--- src/rtl/gf3_cube_pkg.sv ---
// Package: base-3 digit helpers shared by the cubing unit.
// Assumes the two-bit digit code 00=0, 01=1, 10=2; 11 is never formed.
package gf3_cube_pkg;

    typedef logic [1:0] gf3_t;

    // Sum of two digits modulo 3.
    function automatic gf3_t gf3_add(input gf3_t a, input gf3_t b);
        logic [2:0] s;
        s = {1'b0, a} + {1'b0, b};
        if (s >= 3'd3) s = s - 3'd3;
        return s[1:0];
    endfunction

    // Negation, equal to doubling modulo 3: swap the two bits.
    function automatic gf3_t gf3_neg(input gf3_t a);
        return {a[0], a[1]};
    endfunction

endpackage

--- src/rtl/gf3_spread.sv ---
// Module: gf3_spread
// Moves digit i of the operand to position 3i of a wide unreduced vector
// and zeroes every other position. Pure wiring, no logic.
module gf3_spread #(
    parameter int M = 97,
    localparam int NC = 3 * M - 2
) (
    input  logic [2*M-1:0]  op_digits,
    output logic [2*NC-1:0] wide_digits
);
    generate
        for (genvar k = 0; k < NC; k++) begin : g_pos
            if (k % 3 == 0) begin : g_hit
                // Occupied position: carries input digit k/3.
                assign wide_digits[2*k +: 2] = op_digits[2*(k/3) +: 2];
            end else begin : g_gap
                // Unoccupied position: constant zero digit.
                assign wide_digits[2*k +: 2] = 2'b00;
            end
        end
    endgenerate
endmodule

--- src/rtl/gf3_fold.sv ---
// Module: gf3_fold
// Reduces a wide polynomial modulo x^M + x^T + 2 by folding each position
// k >= M onto k-M (weight 1) and k-M+T (weight 2), from the top down, so a
// term that lands at or above M again is folded a second time.
// Assumes 0 < T < M. Purely combinational; after constant folding of the
// empty spread positions it reduces to a shallow adder network.
module gf3_fold
    import gf3_cube_pkg::*;
#(
    parameter int M = 97,
    parameter int T = 16,
    localparam int NC = 3 * M - 2
) (
    input  logic [2*NC-1:0] wide_digits,
    output logic [2*M-1:0]  red_digits
);
    // Fold network: descending walk so folded terms are folded again.
    always_comb begin
        gf3_t acc [NC];
        for (int k = 0; k < NC; k++) begin
            acc[k] = wide_digits[2*k +: 2];
        end
        for (int k = NC - 1; k >= M; k--) begin
            acc[k-M]   = gf3_add(acc[k-M], acc[k]);
            acc[k-M+T] = gf3_add(acc[k-M+T], gf3_neg(acc[k]));
        end
        for (int k = 0; k < M; k++) begin
            red_digits[2*k +: 2] = acc[k];
        end
    end
endmodule

--- src/rtl/gf3_cube_core.sv ---
// Module: gf3_cube_core
// Register-free cube of one GF(3^M) element modulo x^M + x^T + 2:
// spread digits to 3i, then fold the high positions back.
// Assumes legal digit codes on the input.
module gf3_cube_core #(
    parameter int M = 97,
    parameter int T = 16,
    localparam int NC = 3 * M - 2
) (
    input  logic [2*M-1:0] a_digits,
    output logic [2*M-1:0] c_digits
);
    logic [2*NC-1:0] spread_w;

    gf3_spread #(.M(M)) u_spread (
        .op_digits   (a_digits),
        .wide_digits (spread_w)
    );

    gf3_fold #(.M(M), .T(T)) u_fold (
        .wide_digits (spread_w),
        .red_digits  (c_digits)
    );

    // R5 guard: base-field constants are fixed points of cubing.
    always_comb begin
        if (a_digits[2*M-1:2] == '0 && a_digits[1:0] != 2'b11) begin
            a_r5_base_fixed: assert (c_digits == a_digits);
        end
    end
endmodule

--- src/rtl/gf3_cube_unit.sv ---
// Module: gf3_cube_unit (top)
// Cubes a GF(3^M) element modulo x^M + x^T + 2 with a combinational core,
// optionally followed by one register stage with a valid flag (OUT_REG=1).
// The register loads only on in_valid and resets synchronously (active low).
module gf3_cube_unit #(
    parameter int M       = 97,
    parameter int T       = 16,
    parameter bit OUT_REG = 1'b1
) (
    input  logic           clk,
    input  logic           rst_n,
    input  logic           in_valid,
    input  logic [2*M-1:0] in_digits,
    output logic           out_valid,
    output logic [2*M-1:0] out_digits
);
    logic [2*M-1:0] cube_w;

    gf3_cube_core #(.M(M), .T(T)) u_core (
        .a_digits (in_digits),
        .c_digits (cube_w)
    );

    // True when no digit of the bus carries the unused code 11.
    function automatic logic bus_legal(input logic [2*M-1:0] v);
        for (int i = 0; i < M; i++) begin
            if (v[2*i +: 2] == 2'b11) return 1'b0;
        end
        return 1'b1;
    endfunction

    generate
        if (OUT_REG) begin : g_reg
            logic           vld_q;
            logic [2*M-1:0] dat_q;

            // Output stage: capture the cube on in_valid, hold otherwise.
            always_ff @(posedge clk) begin
                if (!rst_n) begin
                    vld_q <= 1'b0;
                    dat_q <= '0;
                end else begin
                    vld_q <= in_valid;
                    if (in_valid) dat_q <= cube_w;
                end
            end

            assign out_valid  = vld_q;
            assign out_digits = dat_q;

            a_r6_valid_follows: assert property (@(posedge clk) disable iff (!rst_n)
                in_valid |=> out_valid);
            a_r6_valid_drops: assert property (@(posedge clk) disable iff (!rst_n)
                !in_valid |=> !out_valid);
            a_r7_hold_when_idle: assert property (@(posedge clk) disable iff (!rst_n)
                !in_valid |=> $stable(out_digits));
            a_r2_captures_core: assert property (@(posedge clk) disable iff (!rst_n)
                in_valid |=> (out_digits == $past(cube_w)));
            a_r1_legal_codes: assert property (@(posedge clk) disable iff (!rst_n)
                (in_valid && bus_legal(in_digits)) |=> bus_legal(out_digits));
        end else begin : g_comb
            assign out_valid  = in_valid;
            assign out_digits = cube_w;

            // R1 guard for the pass-through form.
            always_comb begin
                if (bus_legal(in_digits)) begin
                    a_r1_legal_comb: assert (bus_legal(cube_w));
                end
            end
        end
    endgenerate
endmodule

--- config.mk ---
export PLATFORM = sky130hd
export DESIGN_NAME = gf3_cube_unit
export DESIGN_NICKNAME = d
export VERILOG_FILES = /design/src/rtl/gf3_cube_pkg.sv /design/src/rtl/gf3_spread.sv /design/src/rtl/gf3_fold.sv /design/src/rtl/gf3_cube_core.sv /design/src/rtl/gf3_cube_unit.sv
export SDC_FILE = /design/constraint.sdc
export NUM_CORES = 1
export LEC_CHECK = 0
export ABC_AREA = 1
export CAP_MARGIN = 15
export CORE_AREA = 2 2 244 246
export CTS_BUF_LIST = sky130_fd_sc_hd__clkbuf_8
export CTS_CLUSTER_DIAMETER = 50
export DETAILED_ROUTE_END_ITERATION = 10
export DIE_AREA = 0 0 246 248
export DONT_BUFFER_PORTS = 1
export SYNTH_ARGS = -nofsm -noshare
export SYNTH_HDL_FRONTEND = slang
export SYNTH_SLANG_ARGS = --single-unit
--- constraint.sdc ---
create_clock -name clk -period 13.9 [get_ports clk]
set_input_delay 2.78 -clock clk [delete_from_list [all_inputs] [get_ports clk]]
set_output_delay 2.78 -clock clk [all_outputs]
set_load 0.005 [all_outputs]
==> metrics.yaml <==
grt-ovfl-total: 0
htree_levels: 4
p_leak_nw: 9.225
clkTransAtPathRegs_ns: 0.10
yosysUniqueCellTypes: 29
rsz0062_at_grt: "false"
vias: 13590
start_util_pct: 27.69
fin_tns_setup_ns: 0
syn-mean-instance-area_um2: 7.072
die_x_um: 246
p_switching_w: 0.001222
p_int_w: 0.001401
synth_cells: 2289
ys_warn_count: 0
grt_util_all_layers_pct: 14.48
fp.dieH_um: 248
gp_congestion: 0.8062
synth-edff-count: 0
outcome: "finished clean"
hpwl_mm: 33.80
clockRootBuffer: "clkbuf_8"
multiInputGateArea_um2: 10200
routedWlPerCell_um: 14.54
boundaryPins: 392
worst-path-max-fanout: 4
num-nets-final: 2731
critPathLaunchType: "input pin"
crit_arrival_ns: 7.23
seq_area_um2: 3904
cts_setup_buffers: 0
muxShareOfSynthArea_pct: 0.9740
power_w: 0.002623
sw_frac_of_total_pct: 46.59
synth_top_area_share_pct: 24.12
antenna_found_initial: 4
yosysSeqAreaShare_pct: 24.12
min_path_type: "flop to flop"
finalHoldViolCount: 0
layout_min_cycle_time_ns: 6.726
portBuffers: 0
first_iter_violations: 547
yosys_most_used_dff: "dfxtp_1"
clkSinkCount: 195
end_kind: "flop"
clock_path_buffers: 2
insertion_delay_ns: 0.55
grt_pass1_vias: 12900
async_flop_share_pct: 0
drc: 0
max_freq_mhz: 148.7
combPwrFrac_pct: 53.7
cap_violations: 0
synth_common_cells: "474 x inv_1, 401 x nand2_1, 266 x nor2_1"
synth_fa_ha_area_share_pct: 26.34
drive_gt1_share_pct: 3.273
vdd_ir_drop_max_mv: 0.06842
seqPwrFrac_pct: 30.4
dp.cells: 3003
cts_tree: "yes"
grt_max_degree: 192
routed_wl_mm: 44.13
ys_ff_latch: 195
drt_pass1_iterations: 5
synth_xor_xnor_area_share_pct: 1.677
slew_headroom_pct: 41.11
yosys.area.top_type: "dfxtp_1"
powerDensity_nw_per_um2: 151.5
grt_pass1_wl_mm: 68.32
slew_viol_final: 0
viasPerCell: 4.479
worstMarginPinSlew_ns: 0.8834
finalSetupViolations: 0
yosysMostFrequentCell: "inv_1"
area_growth_pct: 6.964
synth_top_family_by_area: "adder cells"
netlist_area_um2: 16190
crit_type: "input pin to flop"
utilization_pct: 29.62
dieArea_um2: 61010
cp.required_ns: 14.41
fin_cells: 3035
post-route-period-util_pct: 48.38
clockPowerShare_pct: 15.9
yosys.area_share.simple_pct: 22.32
clock-skew-final_ns: 0
synth_compound_area_share_pct: 11.68
cts-resized-gates: 0
coreArea_um2: 58460
cts_buffers: 17
syn-num-nets: 2771
synth.top_cells.by_area: "dfxtp_1 24%, ha_1 15%, fa_1 12%"
ant_nets: 0
rows: 89
fillers: 6318
postCtsHoldBufs: 0
## worst max-delay path: stages
cell	delay, ns
inv_1	0.03
nor2_1	0.08
ha_1	0.14
inv_1	0.05
fa_1	0.55
inv_1	0.06
ha_1	0.19
nor2_1	0.13
o21ai_0	0.14
o21ai_0	0.33
ha_1	0.22
fa_1	0.44
ha_1	0.20
nor2_1	0.11
o21ai_1	0.10
o21ai_0	0.31
ha_1	0.23
fa_1	0.44
ha_1	0.20
nor2_1	0.17
o21ai_0	0.11
inv_1	0.07
o21ai_0	0.07
nand2_1	0.06
## cell type report
class | instances | share of cell area (%)
multi-input combinational | 1551 | 58.92
sequential | 195 | 22.55
inverter | 481 | 10.47
tap | 773 | 5.586
clock buffer | 19 | 1.510
clock inverter | 12 | 0.8166
timing repair buffer | 3 | 0.1301
antenna | 1 | 0.01445
## layout by cell type (no fill, tap or decap), drive strengths merged
cell type / n
a21oi: 40
nand4: 5
xnor2: 13
inv: 486
nand2: 413
nand3b: 2
diode: 1
clkinvlp: 3
clkinv: 1
mux2: 14
a31oi: 25
nand3: 192
buf: 3
bufinv: 3
xor2: 18
o21ai: 225
a211o: 2
nor2: 267
fa: 93
or2: 1
o31ai: 11
a21boi: 3
ha: 192
o211ai: 35
clkbuf: 19
dfxtp: 195
## state kept, by name, summed over array words and instances, names as in the netlist
name	count
out_digits	194
out_valid	1
## per-layer routing
metal | routed length, µm | global-route usage, % | part of all wire [%]
met1 | 19190 | 17.27 | 43
met2 | 20360 | 24.17 | 46
met3 | 3760 | 5.439 | 8.5
met4 | 794 | 4.260 | 1.8
met5 | 16 | 0 | 0.036
## through the flow
step           cell area (µm²)  worst slack [ns]  hold WS [ns]
2_1_floorplan            16190             6.963        0.4640
3_3_place_gp             16910             6.739        0.4790
3_5_place_dp             16910             6.626        0.4803
4_1_cts                  17310             7.270        0.4979
5_1_grt                  17310             6.833        0.5146
6_report                 17310             7.175        0.4917
## power by group through the flow
| stage | Sequential [W] | Clock (W) | Combinational [W] |
|---|---|---|---|
| 2_1_floorplan | 0.000747 | 0 | 0.00116 |
| 3_3_place_gp | 0.000816 | 0 | 0.00138 |
| 3_5_place_dp | 0.000815 | 0 | 0.00141 |
| 4_1_cts | 0.000803 | 0.000446 | 0.00143 |
| 5_1_grt | 0.000813 | 0.000461 | 0.00170 |
| 6_report | 0.000797 | 0.000417 | 0.00141 |
## final timing paths
check / to / slack [ns] / start / cells past startpoint
worst max-delay path: out_digits[48]$_SDFFE_PN0P_ / 7.17 / in_digits[124] / 24
worst min-delay path: out_digits[48]$_SDFFE_PN0P_ / 0.49 / out_digits[48]$_SDFFE_PN0P_ / 2
worst max register to register: out_digits[13]$_SDFFE_PN0P_ / 13.00 / out_digits[13]$_SDFFE_PN0P_ / 2
worst min register to register: out_digits[48]$_SDFFE_PN0P_ / 0.49 / out_digits[48]$_SDFFE_PN0P_ / 2
## cell families (layout without fill, tap and decap cells)
group / after synthesis / after routing
buffers and inverters: 543 / 515
AND/OR/NAND/NOR: 880 / 880
AO/OA/AOI/OAI: 341 / 341
flip-flops: 195 / 195
adder cells (fa/ha/maj): 285 / 285
other: 0 / 1
multiplexers: 14 / 14
XOR/XNOR: 31 / 31
Power figures use the tool's default switching activity.
